==> src/rtl/cache_watch_tracker.sv <==
`timescale 1ns/1ps
module cache_watch_tracker #(
  parameter int NUM_THREADS = 4,
  parameter int NUM_LINES   = 64,
  parameter int LINE_BYTES  = 64,
  parameter int ADDR_W      = 32
) (
  input  logic                           clk,
  input  logic                           rst_n,
  input  logic                           watch_vld,
  input  logic [$clog2(NUM_THREADS)-1:0] watch_tid,
  input  logic [$clog2(NUM_LINES)-1:0]   watch_line,
  input  logic                           watch_nofit,
  output logic                           watch_rdy,
  input  logic                           wr_vld,
  input  logic [$clog2(NUM_THREADS)-1:0] wr_tid,
  input  logic [$clog2(NUM_LINES)-1:0]   wr_line,
  input  logic                           evict_vld,
  input  logic [$clog2(NUM_LINES)-1:0]   evict_line,
  input  logic                           chk_vld,
  input  logic [$clog2(NUM_THREADS)-1:0] chk_tid,
  output logic                           chk_rsp_vld,
  output logic [1:0]                     chk_cc,
  input  logic                           clr_vld,
  input  logic [$clog2(NUM_THREADS)-1:0] clr_tid,
  input  logic [ADDR_W-1:0]              clr_addr,
  input  logic                           clr_l,
  output logic [NUM_THREADS-1:0]         lost
);
  localparam int TID_W = $clog2(NUM_THREADS);
  localparam int IDX_W = $clog2(NUM_LINES);
  localparam int OFF_W = $clog2(LINE_BYTES);

  logic [NUM_LINES-1:0]   watch_q [NUM_THREADS];
  logic [NUM_LINES-1:0]   watch_n [NUM_THREADS];
  logic [NUM_THREADS-1:0] lost_q, lost_n;
  logic [NUM_THREADS-1:0] pend_q, pend_n, pend_l_q;
  logic                   chk_lost_q;

  wire             clr_all  = clr_vld && (clr_addr == '0);
  wire             clr_one  = clr_vld && (clr_addr != '0);
  wire [IDX_W-1:0] clr_line = clr_addr[OFF_W +: IDX_W];

  assign watch_rdy = !(pend_q[watch_tid] || (clr_all && clr_tid == watch_tid));
  wire watch_go = watch_vld && watch_rdy;

  wire [NUM_LINES-1:0] set_oh = NUM_LINES'(1) << watch_line;
  wire [NUM_LINES-1:0] ev_oh  = evict_vld ? (NUM_LINES'(1) << evict_line) : '0;
  wire [NUM_LINES-1:0] clr_oh = NUM_LINES'(1) << clr_line;

  for (genvar t = 0; t < NUM_THREADS; t++) begin : g_thr
    wire                 mine_set = watch_go && watch_tid == TID_W'(t);
    wire [NUM_LINES-1:0] set_m    = (mine_set && !watch_nofit) ? (set_oh & ~ev_oh) : '0;
    wire [NUM_LINES-1:0] clr_m    = (clr_one && clr_tid == TID_W'(t)) ? clr_oh : '0;
    wire hit_wr = wr_vld && wr_tid != TID_W'(t) &&
                  (watch_q[t][wr_line] || (mine_set && watch_line == wr_line));
    wire hit_ev = evict_vld &&
                  (watch_q[t][evict_line] || (mine_set && watch_line == evict_line));

    assign watch_n[t] = pend_q[t] ? '0 : ((watch_q[t] & ~clr_m & ~ev_oh) | set_m);
    assign lost_n[t]  = pend_q[t] ? pend_l_q[t]
                                  : (lost_q[t] | hit_wr | hit_ev | (mine_set && watch_nofit));
    assign pend_n[t]  = clr_all && clr_tid == TID_W'(t);

    AST_WR_MARKS_LOST: assert property (@(posedge clk) disable iff (!rst_n)
      wr_vld && wr_tid != TID_W'(t) && watch_q[t][wr_line] && !pend_q[t] |=> lost_q[t]);
    AST_LOST_STICKY: assert property (@(posedge clk) disable iff (!rst_n)
      lost_q[t] && !pend_q[t] |=> lost_q[t]);
    AST_EVICT_DROPS: assert property (@(posedge clk) disable iff (!rst_n)
      evict_vld && !pend_q[t] |=> !watch_q[t][$past(evict_line)]);
    AST_CLEAR_LOADS_L: assert property (@(posedge clk) disable iff (!rst_n)
      pend_q[t] |=> (watch_q[t] == '0) && (lost_q[t] == $past(pend_l_q[t])));
    AST_NOFIT_LOST: assert property (@(posedge clk) disable iff (!rst_n)
      watch_vld && watch_rdy && watch_nofit && watch_tid == TID_W'(t) |=> lost_q[t]);
  end

  always_ff @(posedge clk) begin
    if (!rst_n) begin
      for (int t = 0; t < NUM_THREADS; t++) watch_q[t] <= '0;
      lost_q      <= '0;
      pend_q      <= '0;
      pend_l_q    <= '0;
      chk_rsp_vld <= 1'b0;
      chk_lost_q  <= 1'b0;
    end else begin
      for (int t = 0; t < NUM_THREADS; t++) watch_q[t] <= watch_n[t];
      lost_q      <= lost_n;
      pend_q      <= pend_n;
      if (clr_all) pend_l_q[clr_tid] <= clr_l;
      chk_rsp_vld <= chk_vld;
      chk_lost_q  <= lost_q[chk_tid];
    end
  end

  assign chk_cc = {chk_lost_q, !chk_lost_q};
  assign lost   = lost_q;

  AST_CHK_ONE_CYCLE: assert property (@(posedge clk) disable iff (!rst_n)
    chk_vld |=> chk_rsp_vld);
endmodule

==> config.mk <==
export PLATFORM = sky130hd
export DESIGN_NAME = cache_watch_tracker
export DESIGN_NICKNAME = d
export VERILOG_FILES = /design/src/rtl/cache_watch_tracker.sv
export SDC_FILE = /design/constraint.sdc
export NUM_CORES = 1
export LEC_CHECK = 0
export BUFFER_PORTS_ARGS = -buffer_cell sky130_fd_sc_hd__clkbuf_2
export CORE_MARGIN = 8
export CORE_UTILIZATION = 50
export DETAILED_ROUTE_END_ITERATION = 12
export PLACE_DENSITY = 0.74
export RECOVER_POWER = 25
export SLEW_MARGIN = 40
export SYNTH_ARGS = -nofsm -noshare
export SYNTH_HDL_FRONTEND = slang
export SYNTH_SLANG_ARGS = --single-unit
==> constraint.sdc <==
create_clock -name clk -period 3.1 [get_ports clk]
set_clock_uncertainty 0.2 [all_clocks]
set_input_delay 0.465 -clock clk [delete_from_list [all_inputs] [get_ports clk]]
set_output_delay 0.465 -clock clk [all_outputs]
set_load 0.01 [all_outputs]
Word level (Yosys, flattened, before mapping)
Memory sizes are Yosys's and may differ from the RTL's.
Cells that the tools add are included.
- bits in writable memories: 256
- logic and storage cells: 169
- register bits after elaboration: 14
- memories kept: 1
- input port bits: 67
- output and inout bits: 8
- memories (memory ; depth ; bits a word ; read ports ; clocked after Yosys merged registers in ; write ports ; RTL line ; text):
    watch_q ; 4 ; 64 ; 4 ; 0 ; 4 ; 34 ; logic [NUM_LINES-1:0] watch_q [NUM_THREADS];
- reductions and logical operators: 62
- equal/unequal tests: 12
- bitwise operators: 34
- multiplexer cells: 46
- shift operators: 3
- magnitude comparators: 6
- operators with widths (operator ; count):
    $mux 64 ; 17
    $and 64x64->64 ; 9
    $not 64->64 ; 5
    $or 64x64->64 ; 4
    $shl 1x6->64 const A ; 3
    $bmux 1 s6 ; 8
    $logic_and 1x1->1 ; 45
    $logic_not 32->1 ; 1
    $reduce_bool 32->1 ; 1
    $mux 1 ; 17
    $or 1x1->1 ; 16
    $lt 6x7->1 const B ; 2
    $eq 6x6->1 ; 2
    $logic_or 1x1->1 ; 9
    $lt 2x3->1 const B ; 3
    $eq 2x2->1 const B ; 4
    $bmux 1 s2 ; 2
    $bwmux 4 ; 1
    $eq 2x1->1 const B ; 2
    $logic_not 2->1 ; 2
    $ne 2x2->1 const B ; 2
    $logic_not 1->1 ; 3
    $demux 1 s2 ; 1
    $eq 2x2->1 ; 1
    3 further kinds ; 3

Longest topological paths before layout
- depth after elaboration: 14
- gate-level depth with buffers: 11
- depth with buffers taken out: 6

Least setup slack after synthesis
No wires, ideal clock.
- kind: input-to-reg
- start point: input port wr_line[0]
- end point: register lost_q[0] (netlist: lost[0])
- library setup time: 0.122 ns
- required time: 2.778 ns
- data arrival time: 2.215 ns
- path slack: 0.563 ns
- buffers on the path: 2
- stages: 8
- cell sequence: buf_2 -> buf_4 -> mux4_2 -> a22oi_1 -> nand2_1 -> a211oi_1 -> a21oi_1 -> a221o_1
- longest elaborated chain between the ends: 8
- elaborated cells between the ends (all ways): 10
- those cells by class: eq/ne: 1; mux: 3; bitwise: 3; reduce/logical: 3
- ends and longest elaborated chain (what ; RTL line ; text):
    start: declaration ; 17 ; input logic [$clog2(NUM_LINES)-1:0] wr_line,
    $bmux 1 s6 or $eq 6x6->1 (tied branches) ; 56 ; (watch_q[t][wr_line] || (mine_set && watch_line == wr_line));
    $mux 1 (implied by the code) or $logic_and 1x1->1 (tied branches) ; 56 ;
    $logic_or 1x1->1 * ; 56 ;
    $logic_and 1x1->1 * ; 55 ; wire hit_wr = wr_vld && wr_tid != TID_W'(t) &&
    $or 1x1->1 * (3 in a row) ; 62 ; : (lost_q[t] | hit_wr | hit_ev | (mine_set && watch_nofit));
    $mux 1 * ; 61 ; assign lost_n[t] = pend_q[t] ? pend_l_q[t]
    end signal: assignment ; 87 ; lost_q <= lost_n;
    end: declaration ; 36 ; logic [NUM_THREADS-1:0] lost_q, lost_n;
Every way passes the cells marked *; elsewhere a longest branch is shown, timed or not. The select of a mux whose other input is x is not followed.
A chain may end at the register's enable or synchronous reset.

Final worst setup path
- start point: input port clr_addr[10]
- end point: output port watch_rdy
- longest elaborated chain between the ends: 5
- ends and longest elaborated chain (what ; RTL line ; text):
    start: declaration ; 26 ; input logic [ADDR_W-1:0] clr_addr,
    $logic_not 32->1 ; 40 ; wire clr_all = clr_vld && (clr_addr == '0);
    $logic_and 1x1->1 ; 40 ;
    $logic_and 1x1->1 ; 44 ; assign watch_rdy = !(pend_q[watch_tid] || (clr_all && clr_tid == watch_tid));
    $logic_or 1x1->1 ; 44 ;
    $logic_not 1->1 ; 44 ;
    end: declaration ; 14 ; output logic watch_rdy,
No other way between the ends.

==> flow_metrics.env <==
export IMPL_outcome="finished clean"
export IMPL_avgViaCountPerCell=7.387
export IMPL_layout_drive_gt1_share=0.1996
export IMPL_top_level_ports=75
export IMPL_grt_overflow_total=0
export IMPL_final_hold_viol_count=0
export IMPL_critical_path_top_delay_family="simple AND/OR/NAND/NOR gates"
export IMPL_detailroute_via_count=17960
export IMPL_totalWireLength_um=71060
export IMPL_final_cell_mix="sky130_fd_sc_hd__nand2_1, sky130_fd_sc_hd__nor2_1, sky130_fd_sc_hd__dfxtp_1"
export IMPL_ys_async_sr_fraction=0
export IMPL_power_leakage_nw=6.096
export IMPL_synth_edf_count=0
export IMPL_synth_fp_nets=1978
export IMPL_dp_cells=2375
export IMPL_cts_root_buffer_cell="sky130_fd_sc_hd__clkbuf_16"
export IMPL_vias_in_the_first_global_route=16840
export IMPL_worst_hold_path_num_cells=3
export IMPL_ys_ff_latch=270
export IMPL_synth_cell_area_um2=16880
export IMPL_timing_critical_path_cells="clkbuf_2, or3_1, nor4_1, and4_1, nor2_1, clkbuf_2"
export IMPL_cts_inserted_buffers=31
export IMPL_worstMarginPinSlew_ns=1.029
export IMPL_place_congestion=1.045
export IMPL_initial_cell_density_of_the_core=0.5060
export IMPL_clock_sink_count=270
export IMPL_timing_max_slew_rel_slack=0.3141
export IMPL_postRouteAntennaNets=0
export IMPL_cellPowerDensity_nw_per_um2=433.1
export IMPL_maxSlewViolCount=0
export IMPL_synth_seq_area_share=0.3201
export IMPL_clock_fmax_mhz=329.9
export IMPL_clk_pin_slew_worst_paths_ns=0.06
export IMPL_die_width_um=199.8
export IMPL_yosys_area_top_type="sky130_fd_sc_hd__dfxtp_1"
export IMPL_max_clock_path_buffers=3
export IMPL_grt_antenna_before_repair=2
export IMPL_grt_first_pass_wirelength_um=105700
export IMPL_dp_worst_setup_slack_ns=0.02082
export IMPL_fin_crit_sh=0.9778
export IMPL_timing_critical_path_to_type="output pin"
export IMPL_grt_usage=0.3467
export IMPL_worstPathArrival_ns=2.37
export IMPL_core_area_um2=33360
export IMPL_crit_path_max_incr_delay_ns=0.55
export IMPL_timing_final_ws_setup_ns=0.06884
export IMPL_placementRows=67
export IMPL_rsz0062_at_grt="false"
export IMPL_multi_input_area_um2=10560
export IMPL_post_route_min_period_ns=3.031
export IMPL_first_iter_violations=3115
export IMPL_post_synth_inst_count=1911
export IMPL_fin_cells=2432
export IMPL_critPathMaxFanout=10
export IMPL_worstPathRequired_ns=2.43
export IMPL_cpMaxStageDelayCell="sky130_fd_sc_hd__and4_1"
export IMPL_synthToLayoutAreaGrowth_pct=12.40
export IMPL_synth_top_cells_by_area="sky130_fd_sc_hd__dfxtp_1, sky130_fd_sc_hd__mux4_2, sky130_fd_sc_hd__a32oi_1"
export IMPL_synthesis_area_per_instance_um2=8.835
export IMPL_htreeDepth=1
export IMPL_total_inserted_antenna_cells=0
export IMPL_fp_dieH_um=199.8
export IMPL_critPathMostFrequentCell="sky130_fd_sc_hd__clkbuf_2"
export IMPL_timing_setup_critical_path_class="in2out"
export IMPL_cts_tree="built"
export IMPL_grt_start_max_net_pins=65
export IMPL_fraction_of_synthesized_cell_area_taken_by_the_top_area_cell_type=0.3201
export IMPL_ys_warnings_count=0
export IMPL_place_hpwl_um=47310
export IMPL_cp_num_cells=6
export IMPL_dominantRegCellSynth="sky130_fd_sc_hd__dfxtp_1"
export IMPL_startpoint_type="primary input"
export IMPL_max_cap_viol_count=0
export IMPL_port_buffers=74
export IMPL_r2r_cells=6
export IMPL_seq_area_um2=5405
export IMPL_routed_wire_per_std_cell_um=29.22
export IMPL_mostFrequentLayoutCell="sky130_fd_sc_hd__nand2_1"
export IMPL_synthDistinctLibCells=65
export IMPL_final_nets=2029
export IMPL_die_area_um2=39900
export IMPL_drt_pass1_iterations=8
export IMPL_clk_latency_ns=0.58
export IMPL_ir_worst_vdd_v=0.0004684
export IMPL_path_buf_inv=2
export IMPL_setup_total_negative_slack_ns=0
export IMPL_setup_viol=0
export IMPL_filler_cell_count=2962
export IMPL_hp_class="in2reg"
export IMPL_drc_errors=0
metrics by stage:
step | hold WS, ns | power, W | util | cell area [µm²]
6_report | 0.03523 | 0.008219 | 0.5688 | 18980
5_1_grt | 0.08001 | 0.008375 | 0.5688 | 18980
4_1_cts | 0.02652 | 0.008171 | 0.5708 | 19040
3_5_place_dp | 0.2795 | 0.004508 | 0.5400 | 18020
3_3_place_gp | 0.2778 | 0.004498 | 0.5400 | 18020
2_1_floorplan | 0.2517 | 0.004104 | - | 16880
flip-flops by register name, indices dropped and copies added, names as in the netlist:
name,count
chk_rsp_vld,1
pend_q,4
chk_lost_q,1
pend_l_q,4
lost,4
watch_q,256
layout make-up:
cell class | instances | share of cell area
Multi-Input combinational cell | 1455 | 0.5563
Sequential cell | 270 | 0.2848
Timing Repair Buffer | 195 | 0.07444
Clock buffer | 42 | 0.04516
Tap cell | 448 | 0.02954
Clock inverter | 13 | 0.007912
Inverter | 9 | 0.001780
cells in the mapped netlist, types with 3 or more instances:
master,number
sky130_fd_sc_hd__nand3_1,23
sky130_fd_sc_hd__or3b_2,3
sky130_fd_sc_hd__a2111oi_0,7
sky130_fd_sc_hd__a311oi_2,4
sky130_fd_sc_hd__a22oi_1,23
sky130_fd_sc_hd__buf_2,28
sky130_fd_sc_hd__and2_1,6
sky130_fd_sc_hd__a211oi_1,65
sky130_fd_sc_hd__mux2i_1,26
sky130_fd_sc_hd__nor2b_1,25
sky130_fd_sc_hd__or2_2,5
sky130_fd_sc_hd__clkbuf_1,97
sky130_fd_sc_hd__a221oi_1,3
sky130_fd_sc_hd__nor2_1,356
sky130_fd_sc_hd__dfxtp_1,270
sky130_fd_sc_hd__buf_4,6
sky130_fd_sc_hd__and3_1,3
sky130_fd_sc_hd__nor3_1,10
sky130_fd_sc_hd__nand2_1,359
sky130_fd_sc_hd__xor2_1,14
sky130_fd_sc_hd__nand2b_1,24
sky130_fd_sc_hd__a2111oi_4,3
sky130_fd_sc_hd__nor4_1,10
sky130_fd_sc_hd__buf_1,17
sky130_fd_sc_hd__a21boi_0,4
sky130_fd_sc_hd__mux4_2,125
sky130_fd_sc_hd__a21oi_1,9
sky130_fd_sc_hd__or3_1,10
sky130_fd_sc_hd__a32oi_1,256
sky130_fd_sc_hd__nor4_4,3
sky130_fd_sc_hd__nand4_1,15
sky130_fd_sc_hd__inv_1,8
sky130_fd_sc_hd__nand4b_1,3
sky130_fd_sc_hd__o21ai_0,10
sky130_fd_sc_hd__nand3b_1,4
sky130_fd_sc_hd__o211ai_1,3
sky130_fd_sc_hd__mux2_2,7
sky130_fd_sc_hd__buf_6,29
where the power goes:
part | leakage [nW] | total (W) | internal (W) | switching, W
Combinational | 3.42 | 0.000985 | 0.000292 | 0.000692
Sequential | 2.18 | 0.00350 | 0.00348 | 0.0000138
Clock | 0.498 | 0.00374 | 0.00217 | 0.00157
Total | 6.10 | 0.00822 | 0.00595 | 0.00227
worst min-delay path, delay by kind of cell:
| family | cells | cell delay, ns |
|---|---|---|
| AOI/OAI and AO/OA | 1 | 0.07 |
| buffers and inverters | 1 | 0.13 |
| and+or+nand+nor | 1 | 0.10 |
worst paths after layout:
path | startpoint | to | slack [ns]
setup / recovery | clr_addr[10] | watch_rdy | 0.07
hold / removal | clr_tid[0] | pend_l_q[3] | 0.04
setup reg to reg | watch_q[0][151] | lost[2] | 0.57
hold reg to reg | pend_l_q[3] | pend_l_q[3] | 0.31
metal layers:
metal | vias to the layer above | global-route usage | wire length (µm)
li1 | 7356 | - | -
met1 | 8578 | 0.4501 | 25110
met2 | 1666 | 0.5021 | 29420
met3 | 360 | 0.1192 | 11750
met4 | 4 | 0.1902 | 4745
met5 | - | 0 | 24
cell families after synthesis:
kind of cell | count (synthesis) | synth area share
and+or+nand+nor | 870 | 0.2203
AOI/OAI and AO/OA | 413 | 0.2078
DFF | 270 | 0.3201
buffers and inverters | 186 | 0.05765
muxes | 158 | 0.1868
xor gates and xnor gates | 14 | 0.007263
what timing repair did:
action / in CTS / in global routing
gates resized for setup: 0 / 0
setup buffers: 0 / 0
hold buffers: 2 / 0
hold endpoints to repair: 4 / 0
(Power assumes the default switching activity.)
